`src/rtl/spv_pkg.sv`:
```
package spv_pkg;
  typedef enum logic [1:0] {
    PAT_DEC_BIN = 2'b00,
    PAT_INC_BIN = 2'b01,
    PAT_DEC_TXT = 2'b10,
    PAT_INC_TXT = 2'b11
  } pat_mode_e;

  function automatic logic [7:0] hex_char(input logic [3:0] v);
    return (v < 4'd10) ? (8'h30 + {4'h0, v}) : (8'h37 + {4'h0, v});
  endfunction

  function automatic logic [7:0] pat_byte(input pat_mode_e m, input logic [7:0] k);
    case (m)
      PAT_DEC_BIN: return ~k;
      PAT_INC_BIN: return k;
      PAT_DEC_TXT: return hex_char(~k[3:0]);
      default:     return hex_char(k[3:0]);
    endcase
  endfunction
endpackage

```
`src/rtl/spv_word_gen.sv`:
```
// Per-lane payload mask and reference bytes for the word at the read pointer.
module spv_word_gen
  import spv_pkg::*;
#(
  parameter int unsigned LANES  = 16,
  parameter int unsigned LEN_W  = 32,
  parameter int unsigned LANE_W = $clog2(LANES),
  parameter int unsigned CNT_W  = LEN_W + 1,
  parameter int unsigned D_W    = CNT_W + 1,
  parameter int unsigned DATA_W = 8 * LANES
) (
  input  pat_mode_e          mode_i,
  input  logic [LANE_W-1:0]  lo_i,    // first lane taken
  input  logic [LANE_W:0]    n_i,     // bytes taken from this word
  input  logic [D_W-1:0]     base_i,  // stream offset minus header, two's complement
  input  logic [LEN_W-1:0]   len_i,
  output logic [DATA_W-1:0]  mask_o,
  output logic [DATA_W-1:0]  exp_o,
  output logic [LANE_W:0]    cnt_o
);
  logic [LANES-1:0] pay;

  for (genvar i = 0; i < LANES; i++) begin : g_lane
    logic [LANE_W:0] j;
    logic            take;
    logic [D_W-1:0]  pos;
    assign j    = (LANE_W+1)'(i) - {1'b0, lo_i};
    assign take = ((LANE_W+1)'(i) >= {1'b0, lo_i}) && (j < n_i);
    assign pos  = base_i + D_W'(j);
    assign pay[i] = take && !pos[D_W-1] && (pos[D_W-2:0] < CNT_W'(len_i));
    assign mask_o[8*i +: 8] = {8{pay[i]}};
    assign exp_o[8*i +: 8]  = pay[i] ? pat_byte(mode_i, pos[7:0]) : 8'h00;
  end

  always_comb begin
    cnt_o = '0;
    for (int k = 0; k < LANES; k++) cnt_o += (LANE_W+1)'(pay[k]);
  end
endmodule

```
`src/rtl/spv_check.sv`:
```
// Compare stage: one cycle after the read, plus sticky capture.
module spv_check #(
  parameter int unsigned DATA_W = 128,
  parameter int unsigned LANE_W = 4,
  parameter int unsigned LEN_W  = 32
) (
  input  logic              clk_i,
  input  logic              rst_ni,
  input  logic              start_i,
  input  logic [LEN_W-1:0]  len_i,
  input  logic              issue_i,
  input  logic [DATA_W-1:0] mask_i,
  input  logic [DATA_W-1:0] exp_i,
  input  logic [LANE_W:0]   cnt_i,
  input  logic [DATA_W-1:0] rd_data_i,
  output logic              pend_o,
  output logic [LEN_W-1:0]  rem_o,
  output logic              err_o,
  output logic [DATA_W-1:0] act_o,
  output logic [DATA_W-1:0] exp_o
);
  logic              v_q;
  logic [DATA_W-1:0] mask_q, exp_q;
  logic [LANE_W:0]   cnt_q;
  logic              mism;

  assign mism   = |((rd_data_i ^ exp_q) & mask_q);
  assign pend_o = v_q;

  always_ff @(posedge clk_i or negedge rst_ni) begin
    if (!rst_ni) begin
      v_q    <= 1'b0;
      mask_q <= '0;
      exp_q  <= '0;
      cnt_q  <= '0;
      rem_o  <= '0;
      err_o  <= 1'b0;
      act_o  <= '0;
      exp_o  <= '0;
    end else if (start_i) begin
      v_q   <= 1'b0;
      rem_o <= len_i;
      err_o <= 1'b0;
      act_o <= '0;
      exp_o <= '0;
    end else begin
      v_q <= issue_i;
      if (issue_i) begin
        mask_q <= mask_i;
        exp_q  <= exp_i;
        cnt_q  <= cnt_i;
      end
      if (v_q) begin
        rem_o <= rem_o - LEN_W'(cnt_q);
        if (mism && !err_o) begin
          err_o <= 1'b1;
          act_o <= rd_data_i;
          exp_o <= exp_q;
        end
      end
    end
  end
endmodule

```
`src/rtl/stream_pattern_verifier.sv`:
```
module stream_pattern_verifier
  import spv_pkg::*;
#(
  parameter int unsigned PTR_W = 14,
  parameter int unsigned LANES = 16,
  parameter int unsigned LEN_W = 32,
  parameter int unsigned HDR_W = 14
) (
  input  logic                       clk_i,
  input  logic                       rst_ni,
  input  logic                       start_i,
  input  logic [1:0]                 mode_i,
  input  logic [LEN_W-1:0]           verify_len_i,
  input  logic [HDR_W-1:0]           header_len_i,
  input  logic [HDR_W-1:0]           trailer_len_i,
  input  logic [PTR_W-1:0]           wr_ptr_i,
  input  logic [8*LANES-1:0]         rd_data_i,
  output logic [PTR_W-$clog2(LANES)-1:0] rd_addr_o,
  output logic                       rd_en_o,
  output logic [PTR_W-1:0]           rd_ptr_o,
  output logic                       busy_o,
  output logic [LEN_W-1:0]           remain_len_o,
  output logic                       err_o,
  output logic [8*LANES-1:0]         act_word_o,
  output logic [8*LANES-1:0]         exp_word_o
);
  localparam int unsigned LANE_W = $clog2(LANES);
  localparam int unsigned DATA_W = 8 * LANES;
  localparam int unsigned CNT_W  = LEN_W + 1;
  localparam int unsigned D_W    = CNT_W + 1;

  logic              busy_q;
  pat_mode_e         mode_q;
  logic [LEN_W-1:0]  len_q;
  logic [HDR_W-1:0]  hdr_q;
  logic [CNT_W-1:0]  tot_q, c_q;
  logic [PTR_W-1:0]  rp_q;

  logic [LANE_W-1:0] lo;
  logic [LANE_W:0]   room, n;
  logic [CNT_W-1:0]  left;
  logic [PTR_W-1:0]  avail;
  logic [D_W-1:0]    base;
  logic              all_issued, issue, start_ok, pend;
  logic [DATA_W-1:0] mask_w, exp_w;
  logic [LANE_W:0]   cnt_w;

  assign start_ok   = start_i && !busy_q;
  assign lo         = rp_q[LANE_W-1:0];
  assign room       = (LANE_W+1)'(LANES) - {1'b0, lo};
  assign left       = tot_q - c_q;
  assign n          = (left < CNT_W'(room)) ? left[LANE_W:0] : room;
  assign avail      = wr_ptr_i - rp_q;
  assign all_issued = (c_q == tot_q);
  assign issue      = busy_q && !all_issued && (avail >= PTR_W'(n));
  assign base       = {1'b0, c_q} - D_W'(hdr_q);

  spv_word_gen #(.LANES(LANES), .LEN_W(LEN_W)) gen_i (
    .mode_i (mode_q),
    .lo_i   (lo),
    .n_i    (n),
    .base_i (base),
    .len_i  (len_q),
    .mask_o (mask_w),
    .exp_o  (exp_w),
    .cnt_o  (cnt_w)
  );

  spv_check #(.DATA_W(DATA_W), .LANE_W(LANE_W), .LEN_W(LEN_W)) chk_stage_i (
    .clk_i     (clk_i),
    .rst_ni    (rst_ni),
    .start_i   (start_ok),
    .len_i     (verify_len_i),
    .issue_i   (issue),
    .mask_i    (mask_w),
    .exp_i     (exp_w),
    .cnt_i     (cnt_w),
    .rd_data_i (rd_data_i),
    .pend_o    (pend),
    .rem_o     (remain_len_o),
    .err_o     (err_o),
    .act_o     (act_word_o),
    .exp_o     (exp_word_o)
  );

  always_ff @(posedge clk_i or negedge rst_ni) begin
    if (!rst_ni) begin
      busy_q <= 1'b0;
      mode_q <= PAT_DEC_BIN;
      len_q  <= '0;
      hdr_q  <= '0;
      tot_q  <= '0;
      c_q    <= '0;
      rp_q   <= '0;
    end else if (start_ok) begin
      busy_q <= 1'b1;
      mode_q <= pat_mode_e'(mode_i);
      len_q  <= verify_len_i;
      hdr_q  <= header_len_i;
      tot_q  <= CNT_W'(verify_len_i) + CNT_W'(header_len_i) + CNT_W'(trailer_len_i);
      c_q    <= '0;
    end else if (issue) begin
      c_q  <= c_q + CNT_W'(n);
      rp_q <= rp_q + PTR_W'(n);
    end else if (busy_q && all_issued && !pend) begin
      busy_q <= 1'b0;
    end
  end

  assign rd_addr_o = rp_q[PTR_W-1:LANE_W];
  assign rd_en_o   = issue;
  assign rd_ptr_o  = rp_q;
  assign busy_o    = busy_q;
endmodule

```
`config.mk`:
```
export PLATFORM = sky130hd
export DESIGN_NAME = stream_pattern_verifier
export DESIGN_NICKNAME = d
export VERILOG_FILES = /design/src/rtl/spv_pkg.sv /design/src/rtl/spv_word_gen.sv /design/src/rtl/spv_check.sv /design/src/rtl/stream_pattern_verifier.sv
export SDC_FILE = /design/constraint.sdc
export NUM_CORES = 2
export LEC_CHECK = 0
export ABC_CLOCK_PERIOD_IN_PS = 19300
export CAP_MARGIN = 20
export CORE_ASPECT_RATIO = 0.7
export CORE_MARGIN = 8
export CORE_UTILIZATION = 45
export DETAILED_ROUTE_END_ITERATION = 7
export PLACE_DENSITY = 0.67
export SETUP_SLACK_MARGIN = 0.4
export SKIP_CTS_REPAIR_TIMING = 1
export SLEW_MARGIN = 10
export SYNTH_ARGS = -nofsm -noshare
export SYNTH_HDL_FRONTEND = slang
export SYNTH_HIERARCHICAL = 1
export SYNTH_SLANG_ARGS = --single-unit
export TNS_END_PERCENT = 30
```
`constraint.sdc`:
```
create_clock -name clk_i -period 19.3 [get_ports clk_i]
set_clock_uncertainty 0.05 [all_clocks]
set_input_delay 5.79 -clock clk_i [delete_from_list [all_inputs] [get_ports clk_i]]
set_output_delay 5.79 -clock clk_i [all_outputs]
set_load 0.01 [all_outputs]
```
After elaboration in Yosys (flattened, before gate mapping)
Index checks and enable logic that the tools add are counted.
{"block": "word_totals", "ff_bits": 673, "inputBits": 207, "elab_cells": 419}
{"block": "classes", "n_addsub": 120, "n_lt_le_gt_ge": 81, "eq_ne": 4, "muxes": 82, "n_bitwise": 35, "n_reduce_logical": 82}
{"cell": "$mux 128", "count": 6}
{"cell": "$add 34x5->34", "count": 16}
{"cell": "$lt 33x32->1", "count": 16}
{"cell": "$add 6x4->7 const A", "count": 64}
{"cell": "$mux 8", "count": 48}
{"cell": "$pmux 8 s3", "count": 16}
{"cell": "$and 128x128->128", "count": 1}
{"cell": "$lt 4x4->1 const B", "count": 32}
{"cell": "$not 8->8", "count": 16}
{"cell": "$reduce_or 128->1", "count": 1}
{"cell": "$xor 128x128->128", "count": 1}
{"cell": "$lt 5x5->1", "count": 16}
{"cell": "$mux 33", "count": 2}
{"cell": "$add 5x1->5", "count": 13}
{"cell": "$mux 32", "count": 2}
{"cell": "$not 4->4", "count": 16}
{"cell": "$logic_and 1x1->1", "count": 53}
{"cell": "$sub 4x4->5 const A", "count": 8}
{"cell": "$sub 33x14->34", "count": 1}
{"cell": "$add 32x14->33", "count": 1}
{"cell": "$add 33x14->33", "count": 1}
{"cell": "$add 33x5->33", "count": 1}
{"cell": "$eq 33x33->1", "count": 1}
{"cell": "$lt 33x5->1", "count": 1}
{"cell": "25 further kinds", "count": 71}

Logic depth before layout (Yosys ltp)
{"block": "logic_depth", "word_depth": 22, "ltp_mapped": 42, "depth_no_buf": 40}

Modules after synthesis
Netlist, hierarchy kept.
{"mod": "spv_word_gen", "n_inst": 1, "cells_per_inst": 3856, "area_each_um2": 27153.5, "seq_area_each_um2": 0.0}
{"mod": "spv_check", "n_inst": 1, "cells_per_inst": 2126, "area_each_um2": 24766.3, "seq_area_each_um2": 13788.2}
{"mod": "stream_pattern_verifier", "n_inst": 1, "cells_per_inst": 1367, "area_each_um2": 11260.8, "seq_area_each_um2": 3228.1}

Worst setup path before layout
OpenSTA, ideal clock, no wires.
{"block": "synth_path", "path_kind": "in2out", "start": "input port wr_ptr_i[0]", "end": "output port rd_en_o", "t_arrival_ns": 8.618, "path_slack_ns": 4.842, "cell_stages": 15, "path_buffers": 1, "cell_sequence": "inv_1 -> ha_1 -> inv_1 -> fa_1 -> a21o_1 -> a21oi_1 -> nor2b_1 -> o21ai_1 -> a2bb2oi_1 -> mux2_2 -> nor4_1 -> nand4_1 -> nand2_1 -> clkbuf_1 -> inv_1"}
{"block": "synth_between", "elab_chain_len": 3}
{"item": "start: declaration", "line": "stream_pattern_verifier.sv:16", "rtl": "input logic [PTR_W-1:0] wr_ptr_i,"}
{"item": "$sub 14x14->14", "line": "stream_pattern_verifier.sv:53", "rtl": "assign avail = wr_ptr_i - rp_q;"}
{"item": "$ge 14x5->1", "line": "stream_pattern_verifier.sv:55", "rtl": "assign issue = busy_q && !all_issued && (avail >= PTR_W'(n));"}
{"item": "$logic_and 1x1->1", "line": "stream_pattern_verifier.sv:55"}
{"item": "end: declaration", "line": "stream_pattern_verifier.sv:19", "rtl": "output logic rd_en_o,"}
No other way between the ends.

Worst setup path after layout
Ends and elaborated chain as after synthesis.

==> flow_metrics.py <==
metrics = {
    "floorplan": {
        "die_area_um2": 153000,
        "row_count": 115,
        "die_h_um": 330,
        "start_util": 0.452,
        "pin_count": 522,
        "fp.coreArea_um2": 140000,
        "fp.dieW_um": 464,
    },
    "logic_synthesis": {
        "synth_top_area_share": 0.269,
        "ys_seq_area_frac": 0.269,
        "synthFlopType": "dfrtp_1",
        "syn_nets": 8284,
        "netlist_area_um2": 63200,
        "synth_most_common_cell": "nand2_1",
        "async_reset_ff_frac": 1.00,
        "synth_cell_types": 114,
        "netlist_top_cells_area": "dfrtp_1 27%, ha_1 14%, nand2_1 7.5%, xnor2_1 7.2%, mux2_2 4.8%",
        "netlist_top_cells_count": "1263 x nand2_1, 693 x ha_1, 680 x dfrtp_1",
        "yosysWarnings": 6,
        "avgSynthCellArea_um2": 8.60,
        "synth-seq-cells": 680,
        "synth.largest_area_cell": "dfrtp_1",
        "synth_edf_count": 0,
        "syn-instance-count": 7349,
    },
    "sta": {
        "finalCritPeriodShare": 0.834,
        "max_slew.worst_pin.slew_ps": 1450,
        "hold_viol": 0,
        "tns_ps": 0,
        "final.min_clock_period_ps": 16090,
        "finalSetupViolations": 0,
        "drv_slew": 0,
        "slew_headroom": 0.0356,
        "rsz0062_at_grt": "no",
        "fmax_mhz": 62.2,
    },
    "critical_path": {
        "worstPathCellList": "clkdlybuf4s50_1 > inv_1 > ha_1 > inv_1 > fa_1 > a21o_1 > a21oi_1 > nor2b_1 > o21ai_1 > a2bb2oi_1 > mux2_2 > nor4_1 > nand4_1 > nand2_1 > inv_1 > clkdlybuf4s50_1",
        "crit_top_cell": "inv_1",
        "worst_ep_required_time_ps": 13460,
        "cp_slowest_stage_delay_ps": 570,
        "crit_path_start_kind": "input pin",
        "cp-endpoint": "rd_en_o",
        "critPathCaptureType": "output port",
        "critPathSlowestCell": "nand2_1",
        "rr_startpoint": "hdr_q[0]",
        "cp_max_fo": 12,
        "cpLargestDelayFamily": "simple AND/OR/NAND/NOR gates",
        "regToRegSetupSlack_ps": 7090,
        "cp-startpoint": "wr_ptr_i[0]",
        "r2r_cells": 40,
        "critical_path_class": "input pin to output port",
        "crit_buf_inv": 5,
        "arrival_ps": 10250,
        "worst-path-stages": 16,
        "timing.rr.end": "chk_stage_i/cnt_q[4]",
    },
    "flow_run": {
        "drv_cap": 0,
    },
    "finish": {
        "final_area_um2": 73000,
        "syn2layout_area_growth_pct": 15.6,
        "fin_cells": 9611,
        "drive_gt1_frac": 0.102,
        "fin_nets": 8604,
    },
    "placed_design": {
        "portBuffers": 521,
        "place_area_um2": 70400,
        "post-dp-hpwl_um": 234000,
        "gp_congestion": 1.06,
        "dp_cells": 9452,
    },
    "global_route": {
        "grt_usage": 0.368,
        "grt_first_pass_wirelength_um": 416000,
        "grt_start_max_net_pins": 201,
        "grt_overflow": 0,
        "antenna_found_initial": 21,
        "grt_pass1_vias": 56400,
    },
    "routing": {
        "wirelength_um": 296000,
        "vias_per_cell": 6.31,
        "via_count": 60700,
        "avgRoutedWirePerCell_um": 30.8,
        "drt-initial-drc-count": 9000,
        "ant_nets": 0,
        "drtPass1Iterations": 8,
        "route.detailed.drc": 11,
    },
    "pwr": {
        "p_leak_nw": 31.4,
        "comb_power_share": 0.727,
        "switchingPower_mw": 7.04,
        "clock_power_share": 0.117,
        "ir_drop_v": 0.000138,
        "sw_frac_of_total": 0.559,
        "seq_power_share": 0.156,
        "p_per_area_nw_per_um2": 172,
        "internal_power_mw": 5.55,
    },
    "clocking": {
        "clock_path_buffers": 3,
        "htreeDepth": 3,
        "insertion_delay_ps": 720,
        "cts_sinks": 680,
        "root_buffer": "clkbuf_16",
        "cts_tree": "done",
        "clk_pin_slew_ps": 60,
        "cts_buffers": 72,
    },
    "run_status": {
        "failed_checks": "design-rule violations",
        "status": "finished with violations",
    },
    "min_path": {
        "hp-class": "flip-flop to flip-flop",
    },
}
-- tightest hold or removal path, stage by stage, from the launching register on --
cell	delay, ps
dfrtp_1	340
nand2_1	50
nand2_1	50
-- area by class of cell --
type	count	area (µm²)
multi-input cells	5928	43200
diodes	15	37.5
clock buffers	103	2070
repair buffers	757	7080
inverters	230	873
clock inverters	26	385
fillers	13100	66800
well taps	1872	2340
flip-flops and latches	680	17000
-- state kept, by name, summed over array words and instances (netlist names), 2 cells and up --
| signal | count |
|---|---|
| chk_stage_i/exp_q | 128 |
| hdr_q | 14 |
| len_q | 32 |
| tot_q | 33 |
| chk_stage_i/cnt_q | 5 |
| c_q | 33 |
| mode_q | 2 |
| chk_stage_i/exp_o | 128 |
| chk_stage_i/mask_q | 128 |
| chk_stage_i/act_o | 128 |
| chk_stage_i/rem_o | 32 |
| rd_ptr_o | 14 |
-- how the worst min path moves through the flow --
stage               startpoint         to  slack [ps]  cells past startpoint
global placement     len_q[21]  len_q[21]         410                      2
detailed placement    len_q[5]   len_q[5]         410                      2
finish                len_q[5]   len_q[5]         420                      2
CTS                   len_q[5]   len_q[5]         430                      2
global route          len_q[7]   len_q[7]         450                      2
floorplan            len_q[10]  len_q[10]         400                      2
-- cells by family (layout without fill, tap and decap cells) --
group / count (synthesis) / count (layout) / synth area share
other: 0 / 15 / 0
adders and majority gates: 728 / 728 / 0.148
DFF: 680 / 680 / 0.269
xor gates and xnor gates: 797 / 797 / 0.111
muxes: 567 / 567 / 0.0954
and+or+nand+nor: 2445 / 2445 / 0.177
buffers and inverters: 741 / 1116 / 0.0539
AOI/OAI and AO/OA: 1391 / 1391 / 0.145
-- layer usage --
layer | global-route usage | wire, µm | vias to the layer above
li1 | - | - | 26600
met2 | 0.470 | 109000 | 3661
met5 | 0.0132 | 527 | -
met1 | 0.540 | 131000 | 29900
met4 | 0.0848 | 8010 | 16
met3 | 0.186 | 47600 | 509
-- power groups by stage --
| stage | combinational [mW] | sequential (mW) | clock (mW) |
|---|---|---|---|
| global route | 9.52 | 2.00 | 1.54 |
| CTS | 8.59 | 1.96 | 1.49 |
| floorplan | 5.25 | 1.92 | 0 |
| finish | 9.15 | 1.97 | 1.48 |
| global placement | 8.45 | 1.97 | 0 |
| detailed placement | 8.53 | 1.98 | 0 |
-- stage by stage --
step | hold slack [ps] | power, mW | util | worst slack, ps
after global placement | 408 | 10.4 | 0.503 | 3250
final | 424 | 12.6 | 0.522 | 3210
after floorplan | 396 | 7.17 | - | 4840
after detailed placement | 414 | 10.5 | 0.503 | 3320
after global routing | 446 | 13.1 | 0.522 | 2870
after CTS | 428 | 12.0 | 0.521 | 3280
-- cells in the final DEF (no fill, tap or decap), drive strengths merged, types with 31 or more instances in the layout --
master and n:
nor3 152, nor2 339, nor4 62, nand2 1264
fa 35, nand4 122, a211oi 88, dfrtp 680
inv 226, or2 40, clkbuf 107, a31oi 35
clkdlybuf4s50 520, xnor2 516, o21ai 331, nand2b 56
ha 693, a21o 86, o21a 53, or4 33
or3 31, buf 233, and3 45, nand3 165
mux2i 294, mux2 273, a21oi 361, a22oi 75
nor2b 54, o211ai 54, xor2 278
No activity file was read; power rests on OpenSTA's default activity.
